## src/rtl/intseq_pkg.sv

```systemverilog
package intseq_pkg;

  typedef enum logic [3:0] {
    ST_IDLE,
    ST_PUSH_FL,
    ST_PUSH_CS,
    ST_PUSH_IP,
    ST_VEC_IP,
    ST_VEC_CS,
    ST_POP_IP,
    ST_POP_CS,
    ST_POP_FL
  } seqState_t;

  typedef enum logic [1:0] {
    WS_FLAGS,
    WS_CS,
    WS_IP
  } wrSrc_t;

  // strobes from control to datapath; *Done style fields fire on the acknowledge edge only
  typedef struct packed {
    logic   stackSel;   // address comes from the stack, not the vector table
    logic   pushMode;   // stack address uses SP - word size
    logic   vecHi;      // upper half of the vector entry
    wrSrc_t wrSrc;      // which register feeds the write data
    logic   latchType;  // capture the interrupt type
    logic   commit;     // current access acknowledged
    logic   clrMask;    // clear interrupt-enable and trap flags
    logic   ldOffset;   // keep the fetched offset
    logic   ldVector;   // load CS from read data, IP from kept offset
    logic   popIp;
    logic   popCs;
    logic   popFlags;
  } seqCtl_t;

endpackage

```

## src/rtl/intseq_ctrl.sv

```systemverilog
module intseq_ctrl
  import intseq_pkg::*;
(
  input  logic    clk,
  input  logic    rstN,
  input  logic    intReq,
  input  logic    retReq,
  input  logic    intEnable,
  input  logic    memAck,
  output seqCtl_t ctl,
  output logic    memReq,
  output logic    memWe,
  output logic    busy
);

  seqState_t state;
  seqState_t nextState;
  logic      accept;
  logic      startRet;
  logic      done;

  function automatic seqState_t succ(input seqState_t s);
    case (s)
      ST_PUSH_FL: return ST_PUSH_CS;
      ST_PUSH_CS: return ST_PUSH_IP;
      ST_PUSH_IP: return ST_VEC_IP;
      ST_VEC_IP:  return ST_VEC_CS;
      ST_POP_IP:  return ST_POP_CS;
      ST_POP_CS:  return ST_POP_FL;
      default:    return ST_IDLE;
    endcase
  endfunction

  always_comb begin
    accept   = (state == ST_IDLE) && intReq && intEnable;
    startRet = (state == ST_IDLE) && !accept && retReq;
    memReq   = (state != ST_IDLE);
    busy     = (state != ST_IDLE);
    done     = memReq && memAck;
  end

  always_comb begin
    if (state == ST_IDLE) begin
      if (accept)        nextState = ST_PUSH_FL;
      else if (startRet) nextState = ST_POP_IP;
      else               nextState = ST_IDLE;
    end else if (memAck) begin
      nextState = succ(state);
    end else begin
      nextState = state;
    end
  end

  always_comb begin
    ctl           = '0;
    memWe         = 1'b0;
    ctl.latchType = accept;
    ctl.commit    = done;
    case (state)
      ST_PUSH_FL: begin
        memWe        = 1'b1;
        ctl.stackSel = 1'b1;
        ctl.pushMode = 1'b1;
        ctl.wrSrc    = WS_FLAGS;
        ctl.clrMask  = done;
      end
      ST_PUSH_CS: begin
        memWe        = 1'b1;
        ctl.stackSel = 1'b1;
        ctl.pushMode = 1'b1;
        ctl.wrSrc    = WS_CS;
      end
      ST_PUSH_IP: begin
        memWe        = 1'b1;
        ctl.stackSel = 1'b1;
        ctl.pushMode = 1'b1;
        ctl.wrSrc    = WS_IP;
      end
      ST_VEC_IP: begin
        ctl.ldOffset = done;
      end
      ST_VEC_CS: begin
        ctl.vecHi    = 1'b1;
        ctl.ldVector = done;
      end
      ST_POP_IP: begin
        ctl.stackSel = 1'b1;
        ctl.popIp    = done;
      end
      ST_POP_CS: begin
        ctl.stackSel = 1'b1;
        ctl.popCs    = done;
      end
      ST_POP_FL: begin
        ctl.stackSel = 1'b1;
        ctl.popFlags = done;
      end
      default: ;
    endcase
  end

  always_ff @(posedge clk) begin
    if (!rstN) state <= ST_IDLE;
    else       state <= nextState;
  end

endmodule

```

## src/rtl/intseq_dpath.sv

```systemverilog
module intseq_dpath
  import intseq_pkg::*;
#(
  parameter int              DATA_W      = 16,
  parameter int              ADDR_W      = 20,
  parameter int              TYPE_W      = 8,
  parameter int              SEG_SHIFT   = 4,
  parameter int              IE_BIT      = 9,
  parameter int              TRAP_BIT    = 8,
  parameter logic [DATA_W-1:0] STACK_SEG   = '0,
  parameter logic [DATA_W-1:0] RESET_CS    = '0,
  parameter logic [DATA_W-1:0] RESET_IP    = '0,
  parameter logic [DATA_W-1:0] RESET_SP    = '0,
  parameter logic [DATA_W-1:0] RESET_FLAGS = '0
) (
  input  logic              clk,
  input  logic              rstN,
  input  seqCtl_t           ctl,
  input  logic [TYPE_W-1:0] intType,
  input  logic [DATA_W-1:0] memRdata,
  output logic [ADDR_W-1:0] memAddr,
  output logic [DATA_W-1:0] memWdata,
  output logic [DATA_W-1:0] csOut,
  output logic [DATA_W-1:0] ipOut,
  output logic [DATA_W-1:0] spOut,
  output logic [DATA_W-1:0] flagsOut,
  output logic              intEnable
);

  localparam int              BYTES     = DATA_W / 8;
  localparam int              VEC_SHIFT = $clog2(2 * BYTES);
  localparam logic [DATA_W-1:0] STEP    = DATA_W'(BYTES);
  localparam logic [DATA_W-1:0] CLR_MASK =
    ~((DATA_W'(1) << IE_BIT) | (DATA_W'(1) << TRAP_BIT));
  localparam logic [ADDR_W-1:0] SEG_BASE = ADDR_W'(STACK_SEG) << SEG_SHIFT;

  logic [DATA_W-1:0] csReg, ipReg, spReg, flagsReg, offTmp;
  logic [TYPE_W-1:0] vecType;
  logic [DATA_W-1:0] spEff;
  logic [ADDR_W-1:0] stackAddr, vecAddr;

  always_comb begin
    spEff     = ctl.pushMode ? (spReg - STEP) : spReg;
    stackAddr = SEG_BASE + ADDR_W'(spEff);
    vecAddr   = (ADDR_W'(vecType) << VEC_SHIFT) + (ctl.vecHi ? ADDR_W'(BYTES) : '0);
    memAddr   = ctl.stackSel ? stackAddr : vecAddr;
    case (ctl.wrSrc)
      WS_CS:   memWdata = csReg;
      WS_IP:   memWdata = ipReg;
      default: memWdata = flagsReg;
    endcase
  end

  always_ff @(posedge clk) begin
    if (!rstN) begin
      csReg    <= RESET_CS;
      ipReg    <= RESET_IP;
      spReg    <= RESET_SP;
      flagsReg <= RESET_FLAGS;
      offTmp   <= '0;
      vecType  <= '0;
    end else begin
      if (ctl.latchType) vecType <= intType;
      if (ctl.commit && ctl.stackSel)
        spReg <= ctl.pushMode ? (spReg - STEP) : (spReg + STEP);
      if (ctl.clrMask)       flagsReg <= flagsReg & CLR_MASK;
      else if (ctl.popFlags) flagsReg <= memRdata;
      if (ctl.ldOffset) offTmp <= memRdata;
      if (ctl.ldVector) begin
        csReg <= memRdata;
        ipReg <= offTmp;
      end
      if (ctl.popIp) ipReg <= memRdata;
      if (ctl.popCs) csReg <= memRdata;
    end
  end

  assign csOut     = csReg;
  assign ipOut     = ipReg;
  assign spOut     = spReg;
  assign flagsOut  = flagsReg;
  assign intEnable = flagsReg[IE_BIT];

endmodule

```

## src/rtl/intEntrySeq.sv

```systemverilog
module intEntrySeq
  import intseq_pkg::*;
#(
  parameter int              DATA_W      = 16,
  parameter int              ADDR_W      = 20,
  parameter int              TYPE_W      = 8,
  parameter int              SEG_SHIFT   = 4,
  parameter int              IE_BIT      = 9,
  parameter int              TRAP_BIT    = 8,
  parameter logic [DATA_W-1:0] STACK_SEG   = 16'h0000,
  parameter logic [DATA_W-1:0] RESET_CS    = 16'hF000,
  parameter logic [DATA_W-1:0] RESET_IP    = 16'hFFF0,
  parameter logic [DATA_W-1:0] RESET_SP    = 16'h0400,
  parameter logic [DATA_W-1:0] RESET_FLAGS = 16'h0202
) (
  input  logic              clk,
  input  logic              rstN,
  input  logic              intReq,
  input  logic [TYPE_W-1:0] intType,
  input  logic              retReq,
  output logic              busy,
  output logic [DATA_W-1:0] csOut,
  output logic [DATA_W-1:0] ipOut,
  output logic [DATA_W-1:0] spOut,
  output logic [DATA_W-1:0] flagsOut,
  output logic              memReq,
  output logic              memWe,
  output logic [ADDR_W-1:0] memAddr,
  output logic [DATA_W-1:0] memWdata,
  input  logic [DATA_W-1:0] memRdata,
  input  logic              memAck
);

  seqCtl_t ctl;
  logic    intEnable;

  intseq_ctrl u_ctrl (
    .clk       (clk),
    .rstN      (rstN),
    .intReq    (intReq),
    .retReq    (retReq),
    .intEnable (intEnable),
    .memAck    (memAck),
    .ctl       (ctl),
    .memReq    (memReq),
    .memWe     (memWe),
    .busy      (busy)
  );

  intseq_dpath #(
    .DATA_W      (DATA_W),
    .ADDR_W      (ADDR_W),
    .TYPE_W      (TYPE_W),
    .SEG_SHIFT   (SEG_SHIFT),
    .IE_BIT      (IE_BIT),
    .TRAP_BIT    (TRAP_BIT),
    .STACK_SEG   (STACK_SEG),
    .RESET_CS    (RESET_CS),
    .RESET_IP    (RESET_IP),
    .RESET_SP    (RESET_SP),
    .RESET_FLAGS (RESET_FLAGS)
  ) u_dpath (
    .clk       (clk),
    .rstN      (rstN),
    .ctl       (ctl),
    .intType   (intType),
    .memRdata  (memRdata),
    .memAddr   (memAddr),
    .memWdata  (memWdata),
    .csOut     (csOut),
    .ipOut     (ipOut),
    .spOut     (spOut),
    .flagsOut  (flagsOut),
    .intEnable (intEnable)
  );

endmodule

```

## config.mk

```make
export PLATFORM = sky130hd
export DESIGN_NAME = intEntrySeq
export DESIGN_NICKNAME = d
export VERILOG_FILES = /design/src/rtl/intseq_pkg.sv /design/src/rtl/intseq_ctrl.sv /design/src/rtl/intseq_dpath.sv /design/src/rtl/intEntrySeq.sv
export SDC_FILE = /design/constraint.sdc
export NUM_CORES = 1
export LEC_CHECK = 0
export ABC_CLOCK_PERIOD_IN_PS = 2900
export BUFFER_PORTS_ARGS = -buffer_cell sky130_fd_sc_hd__buf_4
export CELL_PAD_IN_SITES_DETAIL_PLACEMENT = 1
export CELL_PAD_IN_SITES_GLOBAL_PLACEMENT = 1
export CORE_ASPECT_RATIO = 1.75
export CORE_MARGIN = 5
export CORE_UTILIZATION = 35
export CTS_CLUSTER_SIZE = 20
export DETAILED_ROUTE_END_ITERATION = 8
export PLACE_DENSITY_LB_ADDON = 0.3
export SYNTH_ARGS = -nofsm -noshare
export SYNTH_HDL_FRONTEND = slang
export SYNTH_SLANG_ARGS = --single-unit
```

## constraint.sdc

```tcl
create_clock -name clk -period 2.9 [get_ports clk]
set_input_delay 0.435 -clock clk [delete_from_list [all_inputs] [get_ports clk]]
set_output_delay 0.435 -clock clk [all_outputs]
set_load 0.02 [all_outputs]
```

==> flow_metrics.env <==
export IMPL_seq_area_frac_synth_pct=37.9
export IMPL_synthTopCellsByArea="dfxtp_1 (38%), nand2_1 (14%), a21oi_1 (6.9%)"
export IMPL_gr_usage_all_layers_pct=21.7
export IMPL_cts_num_sinks=91
export IMPL_synth_seq_cells=91
export IMPL_crit_chain="buf_4, or2_1, nor2_2, ha_1, nand2_1, a32oi_1, o22ai_1, buf_4"
export IMPL_post_place_ws_ns=0.283
export IMPL_grtUsageMet2_pct=42.6
export IMPL_rr_startpoint="u_ctrl.state[0]"
export IMPL_num_antenna_cells=0
export IMPL_cp_required_ns=2.47
export IMPL_drc=0
export IMPL_first_iter_violations=162
export IMPL_synth_edff_count=0
export IMPL_grt_use_met1_pct=21.5
export IMPL_maxSlewViolCount=0
export IMPL_ys_flop_type="dfxtp_1"
export IMPL_synthCells=656
export IMPL_synth_common_cells="nand2_1 (173), dfxtp_1 (91), a21oi_1 (66)"
export IMPL_ir_drop_mv=0.262
export IMPL_power_density_nw_per_um2=673
export IMPL_setup_viol=0
export IMPL_die_h_um=165
export IMPL_cp_slowest_stage_delay_ns=0.39
export IMPL_leakagePower_nw=2.51
export IMPL_cts_buffers=9
export IMPL_fmax_mhz=356
export IMPL_cts_clk_slew_worst_paths_ns=0.07
export IMPL_grt_max_degree=42
export IMPL_die_width_um=98.6
export IMPL_yosysMostFrequentCell="nand2_1"
export IMPL_min_delay_start="memRdata[14]"
export IMPL_crit_arrival_ns=2.37
export IMPL_postCtsHoldBufs=0
export IMPL_avgViaCountPerCell=5.48
export IMPL_r2r_slack_ns=0.44
export IMPL_crit_start="u_ctrl.state[3]"
export IMPL_core_um2=13500
export IMPL_grt_busiest_layer="met2"
export IMPL_tightest_slew_ns=1.02
export IMPL_run_status="completed"
export IMPL_antenna_found_initial=0
export IMPL_r2r_end="u_dpath.spOut[9]"
export IMPL_fill_cells=1723
export IMPL_fin_crit_sh_pct=96.8
export IMPL_htreeDepth=3
export IMPL_syn_to_final_growth_pct=28.5
export IMPL_clk_latency_ns=0.34
export IMPL_synth_top_cell_area_share_pct=37.9
export IMPL_cts_root_buf="clkbuf_16"
export IMPL_crit_path_frequent_cell="buf_4"
export IMPL_fin_skew_ns=0.0113
export IMPL_vias=5166
export IMPL_syn_area_um2=4810
export IMPL_synthArstFlopShare_pct=0
export IMPL_holdPathEnd="u_dpath.csOut[14]"
export IMPL_wl_per_cell_um=19.0
export IMPL_grt_ovfl_total=0
export IMPL_hold_violations=0
export IMPL_critPathKind="register to primary output"
export IMPL_cp_slowest_cell="dfxtp_4"
export IMPL_synth_top_cell_by_area="dfxtp_1"
export IMPL_grt_use_met3_pct=4.75
export IMPL_placedCellCount=925
export IMPL_grt_pass1_vias=5513
export IMPL_maxCapViolCount=0
export IMPL_final_nets=799
export IMPL_ys_types=53
export IMPL_hold_path_class="input port to register"
export IMPL_die_area_um2=16300
export IMPL_max_slew_margin_rel_pct=31.6
export IMPL_drt_wl_total_mm=17.9
export IMPL_final_layout_size_suffix_gt1_share_pct=23.0
export IMPL_holdPathStages=3
export IMPL_drt_pre_antenna_iters=4
export IMPL_min_period_ns=2.81
export IMPL_row_count=56
export IMPL_setup_slack_ns=0.0936
export IMPL_reg2reg_depth=9
export IMPL_grt_pass1_wl_mm=28.1
export IMPL_end_kind="primary output"
export IMPL_layout_cells_non_filler=942
export IMPL_start_kind="register"
export IMPL_cts_tree="yes"
export IMPL_crit_path_max_fanout=11
export IMPL_place_congestion=0.883
export IMPL_start_util_pct=35.7
export IMPL_syn_avg_cell_area_um2=7.33
export IMPL_drtAntennaViolNets=0
export IMPL_cts_buffer_depth=2
export IMPL_dp_hpwl_mm=13.1
export IMPL_port_buffers=125
export IMPL_num_io_pins=132
export IMPL_yosysWarnings=0
-- cells by family (layout without fill, tap and decap cells) --
kind of cell,Yosys count,after routing,share of synthesized area (%)
other cells,1,6,0.0780
mux,9,9,1.90
compound gates,152,152,18.5
simple gates,311,311,29.1
flops,91,91,37.9
buf+inv,68,175,7.57
fa+ha+maj,7,7,1.82
xor+xnor,17,17,3.10
-- routing by layer --
layer | vias to the layer above | wire length, um
met5 | - | 0
met4 | 0 | 624
met3 | 41 | 916
met2 | 153 | 9880
met1 | 2541 | 6510
li1 | 2431 | -
-- state kept, by name, summed over array words and instances (netlist names) --
| name | cells |
|---|---|
| u_dpath.offTmp | 16 |
| u_dpath.spOut | 15 |
| u_dpath.csOut | 16 |
| u_dpath.ipOut | 16 |
| u_dpath.vecType | 8 |
| u_dpath.flagsOut | 16 |
| u_ctrl.state | 4 |
-- per-stage QoR --
step	area [um^2]	total power, mW	setup TNS (ns)	hold WS, ns	util [%]
global route	6180	4.36	-0.000550	0.328	45.9
global placement	5840	2.94	0	0.441	43.4
CTS	6150	4.18	0	0.319	45.7
finish	6180	4.16	0	0.334	45.9
floorplan	4830	2.42	0	0.436	-
detailed placement	5840	2.98	0	0.449	43.4
-- layout by cell type (no fill, tap or decap), types with 2 or more instances in the layout --
cell type | synthesis | layout
inv_1 | 10 | 10
dfxtp_1 | 91 | 89
nand4b_1 | 3 | 3
inv_2 | 3 | 3
nand3_1 | 20 | 20
clkinvlp_4 | 0 | 3
o211ai_1 | 3 | 3
nand2_1 | 173 | 173
ha_1 | 7 | 6
and2_1 | 4 | 4
buf_4 | 11 | 144
nand3b_1 | 2 | 2
a21oi_1 | 66 | 66
xnor2_1 | 6 | 6
mux2i_1 | 8 | 8
nor4_1 | 2 | 2
a2111o_1 | 2 | 2
nor2_1 | 50 | 49
a211oi_1 | 11 | 11
conb_1 | 1 | 6
xor2_1 | 11 | 11
a22o_1 | 2 | 2
nor4_4 | 1 | 2
nor2b_1 | 3 | 3
o21ai_1 | 38 | 38
and3_1 | 16 | 16
nand2b_1 | 9 | 9
nor3_2 | 1 | 3
clkbuf_16 | 0 | 9
a22oi_1 | 18 | 18
nand4_1 | 10 | 10
nor3_1 | 6 | 4
or2_1 | 4 | 4
nor2_2 | 1 | 2
o2111ai_1 | 2 | 2
o21ai_0 | 2 | 2
inv_8 | 0 | 3
-- final cells by class --
type,count,area (um^2),area share [%]
multi-input cells,502,2670,43.2
well taps,174,218,3.52
clock inverters,7,72.6,1.17
clock buffers,9,225,3.65
inverters,13,48.8,0.790
repair buffers,146,1120,18.1
flip-flops and latches,91,1830,29.6
-- where the power goes --
part | internal (mW) | switching, mW
Combinational | 0.578 | 0.996
Sequential | 1.33 | 0.0883
Clock | 0.607 | 0.561
-- worst max-delay path by stage --
stage / cells past startpoint / slack, ns / end
finish: 8 / 0.09 / memAddr[1]
global route: 10 / -0.0006 / memAddr[3]
CTS: 8 / 0.04 / memAddr[1]
detailed placement: 7 / 0.28 / memAddr[13]
global placement: 9 / 0.37 / memAddr[7]
floorplan: 10 / 0.29 / memWdata[0]
-- worst max-delay path: cells and delay by family, from the launching register on --
kind | cells | cell delay, ns
flip-flops | 1 | 0.39
AO/OA/AOI/OAI | 2 | 0.31
adder cells (fa/ha/maj) | 1 | 0.30
AND/OR/NAND/NOR | 3 | 0.66
buffers and inverters | 2 | 0.37
-- timing repair --
action | CTS | global route
setup endpoints to repair | 14 | 23
setup buffers | 1 | 0
pin swaps | 1 | 0
gates resized for setup | 2 | 8
hold endpoints to repair | 0 | 0
(Power assumes the default switching activity.)
